`config.mk`:
```
export PLATFORM = sky130hd
export DESIGN_NAME = rt_integrity_guard
export DESIGN_NICKNAME = d
export VERILOG_FILES = /design/src/rtl/rtg_pkg.sv /design/src/rtl/rtg_arm.sv /design/src/rtl/rtg_overrun.sv /design/src/rtl/rtg_delivery.sv /design/src/rtl/rtg_latch.sv /design/src/rtl/rt_integrity_guard.sv
export SDC_FILE = /design/constraint.sdc
export NUM_CORES = 1
export LEC_CHECK = 0
export ABC_AREA = 0
export BUFFER_PORTS_ARGS = -buffer_cell sky130_fd_sc_hd__buf_2
export CAP_MARGIN = 10
export CELL_PAD_IN_SITES_DETAIL_PLACEMENT = 1
export CELL_PAD_IN_SITES_GLOBAL_PLACEMENT = 1
export CORE_AREA = 2 2 39 41
export CTS_BUF_LIST = sky130_fd_sc_hd__clkbuf_4
export CTS_CLUSTER_SIZE = 25
export DETAILED_ROUTE_END_ITERATION = 12
export DIE_AREA = 0 0 41 43
export HOLD_SLACK_MARGIN = 0.08
export PLACE_DENSITY = 0.42
export SYNTH_ARGS = -nofsm -noshare
export SYNTH_HDL_FRONTEND = slang
export SYNTH_SLANG_ARGS = --single-unit
```
`constraint.sdc`:
```
create_clock -name clk -period 2.5 [get_ports clk]
set_clock_uncertainty 0.2 [all_clocks]
set_input_delay 0.25 -clock clk [delete_from_list [all_inputs] [get_ports clk]]
set_output_delay 0.25 -clock clk [all_outputs]
set_load 0.02 [all_outputs]
```
`src/rtl/rtg_pkg.sv`:
```
package rtg_pkg;
  // one bit per unrecoverable cause, index fixed so the latch vector maps to ports
  localparam int CAUSE_N = 2;
  typedef enum int {
    CAUSE_OVERRUN  = 0,
    CAUSE_DELIVERY = 1
  } cause_e;
  typedef logic [CAUSE_N-1:0] cause_vec_t;
endpackage

```
`src/rtl/rtg_arm.sv`:
```
module rtg_arm (
  input  logic clk,
  input  logic rst_n,
  input  logic task_begin,
  input  logic restart,
  output logic armed
);
  logic armed_q;

  // arming waits for the first task start; restart drops it again
  always_ff @(posedge clk or negedge rst_n) begin
    if (!rst_n)          armed_q <= 1'b0;
    else if (restart)    armed_q <= 1'b0;
    else if (task_begin) armed_q <= 1'b1;
  end

  assign armed = armed_q;


  disarm_on_restart_chk: assert property (@(posedge clk) disable iff (!rst_n)
    restart |=> !armed_q);
endmodule

```
`src/rtl/rtg_overrun.sv`:
```
module rtg_overrun (
  input  logic clk,
  input  logic rst_n,
  input  logic armed,
  input  logic period_tick,
  input  logic task_begin,
  input  logic task_end,
  input  logic restart,
  output logic hit
);
  logic busy_q;

  // a stray end while idle leaves busy_q untouched
  always_ff @(posedge clk or negedge rst_n) begin
    if (!rst_n)          busy_q <= 1'b0;
    else if (restart)    busy_q <= 1'b0;
    else if (task_begin) busy_q <= 1'b1;
    else if (task_end)   busy_q <= 1'b0;
  end

  // finishing in the tick cycle is still on time
  assign hit = armed & period_tick & busy_q & ~task_end & ~restart;


  stray_end_chk: assert property (@(posedge clk) disable iff (!rst_n)
    (task_end && !busy_q && !task_begin) |=> !busy_q);
endmodule

```
`src/rtl/rtg_delivery.sv`:
```
module rtg_delivery (
  input  logic clk,
  input  logic rst_n,
  input  logic armed,
  input  logic period_tick,
  input  logic data_rx,
  input  logic restart,
  output logic hit
);
  logic got_q;

  // the flag covers exactly one period; data seen on the tick belongs to the closing one
  always_ff @(posedge clk or negedge rst_n) begin
    if (!rst_n)           got_q <= 1'b0;
    else if (restart)     got_q <= 1'b0;
    else if (period_tick) got_q <= 1'b0;
    else if (data_rx)     got_q <= 1'b1;
  end

  assign hit = armed & period_tick & ~got_q & ~data_rx & ~restart;


  period_fresh_chk: assert property (@(posedge clk) disable iff (!rst_n)
    period_tick |=> !got_q);
endmodule

```
`src/rtl/rtg_latch.sv`:
```
module rtg_latch
  import rtg_pkg::*;
(
  input  logic       clk,
  input  logic       rst_n,
  input  cause_vec_t hit,
  input  logic       restart,
  output cause_vec_t flags
);
  cause_vec_t flag_q;

  for (genvar i = 0; i < CAUSE_N; i++) begin : g_cause
    always_ff @(posedge clk or negedge rst_n) begin
      if (!rst_n)       flag_q[i] <= 1'b0;
      else if (restart) flag_q[i] <= 1'b0;
      else if (hit[i])  flag_q[i] <= 1'b1;
    end


    sticky_chk: assert property (@(posedge clk) disable iff (!rst_n)
      (flag_q[i] && !restart) |=> flag_q[i]);


    clear_chk: assert property (@(posedge clk) disable iff (!rst_n)
      restart |=> !flag_q[i]);
  end

  assign flags = flag_q;
endmodule

```
`src/rtl/rt_integrity_guard.sv`:
```
module rt_integrity_guard
  import rtg_pkg::*;
(
  input  logic clk,
  input  logic rst_n,
  input  logic period_tick,
  input  logic task_begin,
  input  logic task_end,
  input  logic data_rx,
  input  logic fault_ack,
  input  logic restart,
  output logic ovr_flag,
  output logic wdg_flag,
  output logic sw_fault
);
  logic       armed;
  cause_vec_t hit;
  cause_vec_t flags;
  logic       ack_unused;

  // these faults are beyond acknowledge; the pin exists only to prove that
  assign ack_unused = fault_ack;

  rtg_arm u_arm (
    .clk        (clk),
    .rst_n      (rst_n),
    .task_begin (task_begin),
    .restart    (restart),
    .armed      (armed)
  );

  rtg_overrun u_ovr (
    .clk         (clk),
    .rst_n       (rst_n),
    .armed       (armed),
    .period_tick (period_tick),
    .task_begin  (task_begin),
    .task_end    (task_end),
    .restart     (restart),
    .hit         (hit[CAUSE_OVERRUN])
  );

  rtg_delivery u_dly (
    .clk         (clk),
    .rst_n       (rst_n),
    .armed       (armed),
    .period_tick (period_tick),
    .data_rx     (data_rx),
    .restart     (restart),
    .hit         (hit[CAUSE_DELIVERY])
  );

  rtg_latch u_latch (
    .clk     (clk),
    .rst_n   (rst_n),
    .hit     (hit),
    .restart (restart),
    .flags   (flags)
  );

  assign ovr_flag = flags[CAUSE_OVERRUN];
  assign wdg_flag = flags[CAUSE_DELIVERY];
  assign sw_fault = |flags;


  quiet_unarmed_chk: assert property (@(posedge clk) disable iff (!rst_n)
    !armed |-> (hit == '0));


  ovr_latch_chk: assert property (@(posedge clk) disable iff (!rst_n)
    hit[CAUSE_OVERRUN] |=> ovr_flag);


  wdg_latch_chk: assert property (@(posedge clk) disable iff (!rst_n)
    hit[CAUSE_DELIVERY] |=> wdg_flag);


  ack_inert_chk: assert property (@(posedge clk) disable iff (!rst_n)
    (ack_unused && sw_fault && !restart) |=> sw_fault);
endmodule

```
### Yosys cells after proc, flatten, opt, wreduce, memory -nomap -nowiden

Cells that the tools add are included.

* register bits: 5
* bits of input ports: 8
* output and inout port bits: 3

* mux-type cells: 12
* bitwise gates (word level): 11
* reduce and logical (&&, ||, !) cells: 6

Operators with widths (number)
* 1-bit 2-to-1 mux: 12
* 1-bit bitwise AND: 7
* 2-bit nonzero test: 3
* 3-bit nonzero test: 2
* 1-bit inverter: 4
* 2-bit OR reduction: 1

### Logic depth before layout (Yosys ltp)

* depth after elaboration: 6
* depth in mapped cells: 2
* depth with buffers taken out: 2

### Cells and area by module

From an unflattened synthesis, not the netlist that was laid out.

* cells, all modules: 17
* area total of the unflattened synthesis: 216.5 um^2

By module, submodules not included
* rtg_latch: instances 1, cells an instance 4, area an instance 70.1 um^2, sequential area each 50.0 um^2
* rtg_overrun: instances 1, cells an instance 6, area an instance 61.3 um^2, sequential area each 25.0 um^2
* rtg_delivery: instances 1, cells an instance 4, area an instance 43.8 um^2, sequential area each 25.0 um^2
* rtg_arm: instances 1, cells an instance 2, area an instance 35.0 um^2, sequential area each 25.0 um^2
* rt_integrity_guard: instances 1, cells an instance 1, area an instance 6.3 um^2, sequential area each 0.0 um^2

### Least setup slack after synthesis

OpenSTA, ideal clock, no wires.

* path type: register to output
* from: register u_latch.flag_q[0] (netlist: u_latch.flags[0])
* to: output sw_fault
* data arrival time: 0.670 ns
* data required time: 2.050 ns
* path slack: 1.380 ns
* cell stages (with the launch flop): 3
* cells stage by stage: dfrtp_1 inv_1 nand2_1

* cells in the longest elaborated chain, start to end: 1

RTL lines
* start, declared: line rtg_latch.sv:10 `cause_vec_t flag_q;`
* start signal, assigned by index: line rtg_latch.sv:14 `if (!rst_n) flag_q[i] <= 1'b0;`
* start signal, assigned by index: line rtg_latch.sv:15 `else if (restart) flag_q[i] <= 1'b0;`
* start signal, assigned by index: line rtg_latch.sv:16 `else if (hit[i]) flag_q[i] <= 1'b1;`
* 2-bit OR reduction: line rt_integrity_guard.sv:63 `assign sw_fault = |flags;`
* end, declared: line rt_integrity_guard.sv:14 `output logic sw_fault`

Every way passes these cells.

### Final worst setup path

* from: input restart
* to: register u_dly.got_q

* cells in the longest elaborated chain, start to end: 1

RTL lines
* start, declared: line rt_integrity_guard.sv:11 `input logic restart,`
* 3-bit nonzero test (no line) or 1-bit 2-to-1 mux (tied branches)
* end signal, assigned: line rtg_delivery.sv:14 `if (!rst_n) got_q <= 1'b0;`
* end signal, assigned: line rtg_delivery.sv:15 `else if (restart) got_q <= 1'b0;`
* end signal, assigned: line rtg_delivery.sv:16 `else if (period_tick) got_q <= 1'b0;`
* end, declared: line rtg_delivery.sv:10 `logic got_q;`

Several ways; a longest one is shown, not always the timed one.
A chain may end at the register's enable or synchronous reset.

==> metrics.md <==
| Metric | Value |
|---|---|
| Tmin final | 1.71 ns |
| Sequential element share of the synthesized area | 63.3% |
| Final worst-path cycle share | 68.3% |
| Peak VDD IR | 0.183 mV |
| Final hold slack | approximately 0.11 ns |
| Max Root-Sink Buffers | 2 |
| Worst path required time | 2.47 ns |
| Depth of the most critical reg-to-reg path | 3 |
| Placed cells | 44 |
| Flop pwr share | about two fifths |
| Initial antenna violation count | 0 |
| Core ar. | 1380 µm² |
| Final antenna-violating net count | 0 |
| Register-to-Register Setup Slack | 1.11 ns |
| LEAKAGE | 0.182 nW |
| Layout Nets | 47 |
| Status | completed |
| Combinational Power Share | 12.0% |
| Max cap viols | 0 |
| HPWL Detailed | 406 µm |
| Final non-filler cell total | 54 |
| Worst EP arrival | 1.68 ns |
| Slew @ Worst Pin | around 0.15 ns |
| Sink Count | 5 |
| RSZ-0062 raised after global routing | no |
| Largest net degree at the start of global routing | 6 |
| Worst-path fanout max | 5 |
| Max Clk Rate | 586 MHz |
| Hold path depth | 3 |
| Clock Power Share | around 48% |
| GPL Wtd Cong | 0.715 |
| Htree depth | 1 |
| Mapped Nets | 27 |
| Post-CTS setup buffers | 0 |
| Synth warnings | 0 |
| # DRC | 0 |
| Slew Viols, Final | 0 |
| Yosys cell types | 9 |
| Wirelength per Cell | 9.93 µm |
| Post-Syn Area | a little under 200 µm² |
| Drt total wl | 536 µm |
| TritonCTS clock tree | yes |
| Switching pwr | ~0.000047 W |
| Die Wd | 41 µm |
| CP endpoint kind | flop |
| Vias in the first global route | 221 |
| First-pass DRT Iterations | 2 |
| # diodes | 0 |
| Total gr overflow | 0 |
| I/O Buffers | 9 |
| CP Class | input port to flop |
| Worst r2r src | u_dly.got_q$_DFFE_PN0P_ |
| Die ar. | 1760 µm² |
| Die height | approximately 43 µm |
| Gr usage total | under 10% |
| Synth Register Bits | 5 |
| Power Dens Cells | 618 nW/µm² |
| Sw frac | 21.8% |
| Hold WC Path Type | input port to flop |
| Clock transition at the registers of the reported paths | approximately 0.040 ns |
| Cells after synthesis | 19 |
| Top Ports | 11 |
| Worst Hold End | u_latch.flags[0]$_DFFE_PN0P_ |
| Syn-to-layout area delta | 78.5% |
| Vias/cell | 3.87 |
| FF-to-FF End | u_dly.got_q$_DFFE_PN0P_ |
| Initial Util | 14.3% |
| CTS buffer count | 3 |
| Clock root buffer | clkbuf_4 |
| DRT iter0 DRCs | 3 |
| Slew Limit Headroom | 90.1% |
| Syn_area_per_cell | 10.4 µm² |
| Via count | 209 |
| Final TNS setup | 0 ns |
| Worst skew pair latency | between 0.2 and 0.25 ns |
| Hold_sp | task_end |
| # rows | 14 |
| Setup Viol. Count Final | 0 |
| Internal Power | 0.000171 W |
| Share of cells above drive strength 1 | about 34% |
| Critical path launch point type | input port |
| Final hold viol count | 0 |
| First-pass GRT wire length | 876 µm |
==> kinds of logic (layout without fill, tap and decap cells) <==
| group | Yosys count | in the layout | share of synthesized area, % |
|---|---|---|---|
| simple gates | 8 | 8 | 23.4 |
| flops | 5 | 5 | 63.3 |
| compound gates | 3 | 3 | 7.59 |
| buf+inv | 3 | 22 | 5.70 |
==> through the flow <==
stage | area (µm²) | total power [W] | setup WS, ns | util, %
detailed placement | 263 | 0.000107 | 1.41 | 19.0
global placement | 263 | 0.000107 | 1.43 | 19.0
floorplan | 198 | 0.0000961 | 1.38 | -
CTS | 353 | 0.000224 | 0.839 | 25.5
finish | 353 | 0.000218 | 0.792 | 25.5
global route | 353 | 0.000234 | 0.747 | 25.5
==> registers in the layout (all words and copies together) (netlist names) <==
register	count
u_latch.flags	2
u_arm.armed	1
u_dly.got_q	1
u_ovr.busy_q	1
==> cells in the final DEF (no fill, tap or decap), types with 3 or more instances in the layout <==
| cell | netlist | final |
|---|---|---|
| clkbuf_4 | 0 | 4 |
| inv_1 | 3 | 3 |
| nor2_1 | 3 | 3 |
| dlygate4sd3_1 | 0 | 6 |
| dfrtp_1 | 5 | 5 |
| a21oi_1 | 3 | 3 |
| buf_2 | 0 | 9 |
==> what timing repair did <==
| action | CTS | global route |
|---|---|---|
| hold buffers | 6 | 0 |
| gates resized for setup | 0 | 0 |
| setup endpoints to repair | 0 | 0 |
| hold endpoints to repair | 10 | 0 |
==> power by group through the flow <==
stage	logic, W	registers (W)	clock network, W
final	0.0000261	0.0000874	0.000105
after global placement	0.0000183	0.0000883	0
after CTS	0.0000262	0.0000873	0.000110
after global routing	0.0000285	0.0000876	0.000117
after floorplan	0.00000687	0.0000892	0
after detailed placement	0.0000189	0.0000885	0
==> cell usage after synthesis, drive strengths merged <==
library cell  instances  area [µm²]
dfrtp                 5         125
a21oi                 3        15.0
inv                   3        11.3
nor2                  3        11.3
nand2                 1        3.75
nand2b                1        6.26
nand4b                1        8.76
nand4bb               1        11.3
nor3                  1        5.00
==> per-layer routing <==
layer / global-route usage (%) / wire (µm)
met3: 4.19 / 55
met2: 11.3 / 270
met5: 0 / 0
met1: 7.87 / 210
met4: 8.00 / 0
==> critical path, cell delays in order <==
cell	delay, ns
dlygate4sd3_1	0.53
buf_2	0.15
nor3_1	0.18
dlygate4sd3_1	0.58
==> how the worst max path moves through the flow <==
stage | cells after the start | slack, ns | to | startpoint
finish | 4 | 0.79 | u_dly.got_q$_DFFE_PN0P_ | restart
CTS | 4 | 0.84 | u_dly.got_q$_DFFE_PN0P_ | restart
floorplan | 2 | 1.38 | sw_fault | u_latch.flags[0]$_DFFE_PN0P_
detailed placement | 3 | 1.41 | sw_fault | u_latch.flags[0]$_DFFE_PN0P_
global placement | 3 | 1.43 | sw_fault | u_latch.flags[0]$_DFFE_PN0P_
global route | 4 | 0.75 | u_dly.got_q$_DFFE_PN0P_ | restart
==> final cells by class <==
type	count	area (µm²)
repair buffers	15	105
well taps	16	20.0
flip-flops and latches	5	125
fillers	168	1030
multi-input cells	11	61.3
clock buffers	4	30.0
inverters	3	11.3
(Power assumes the default switching activity.)
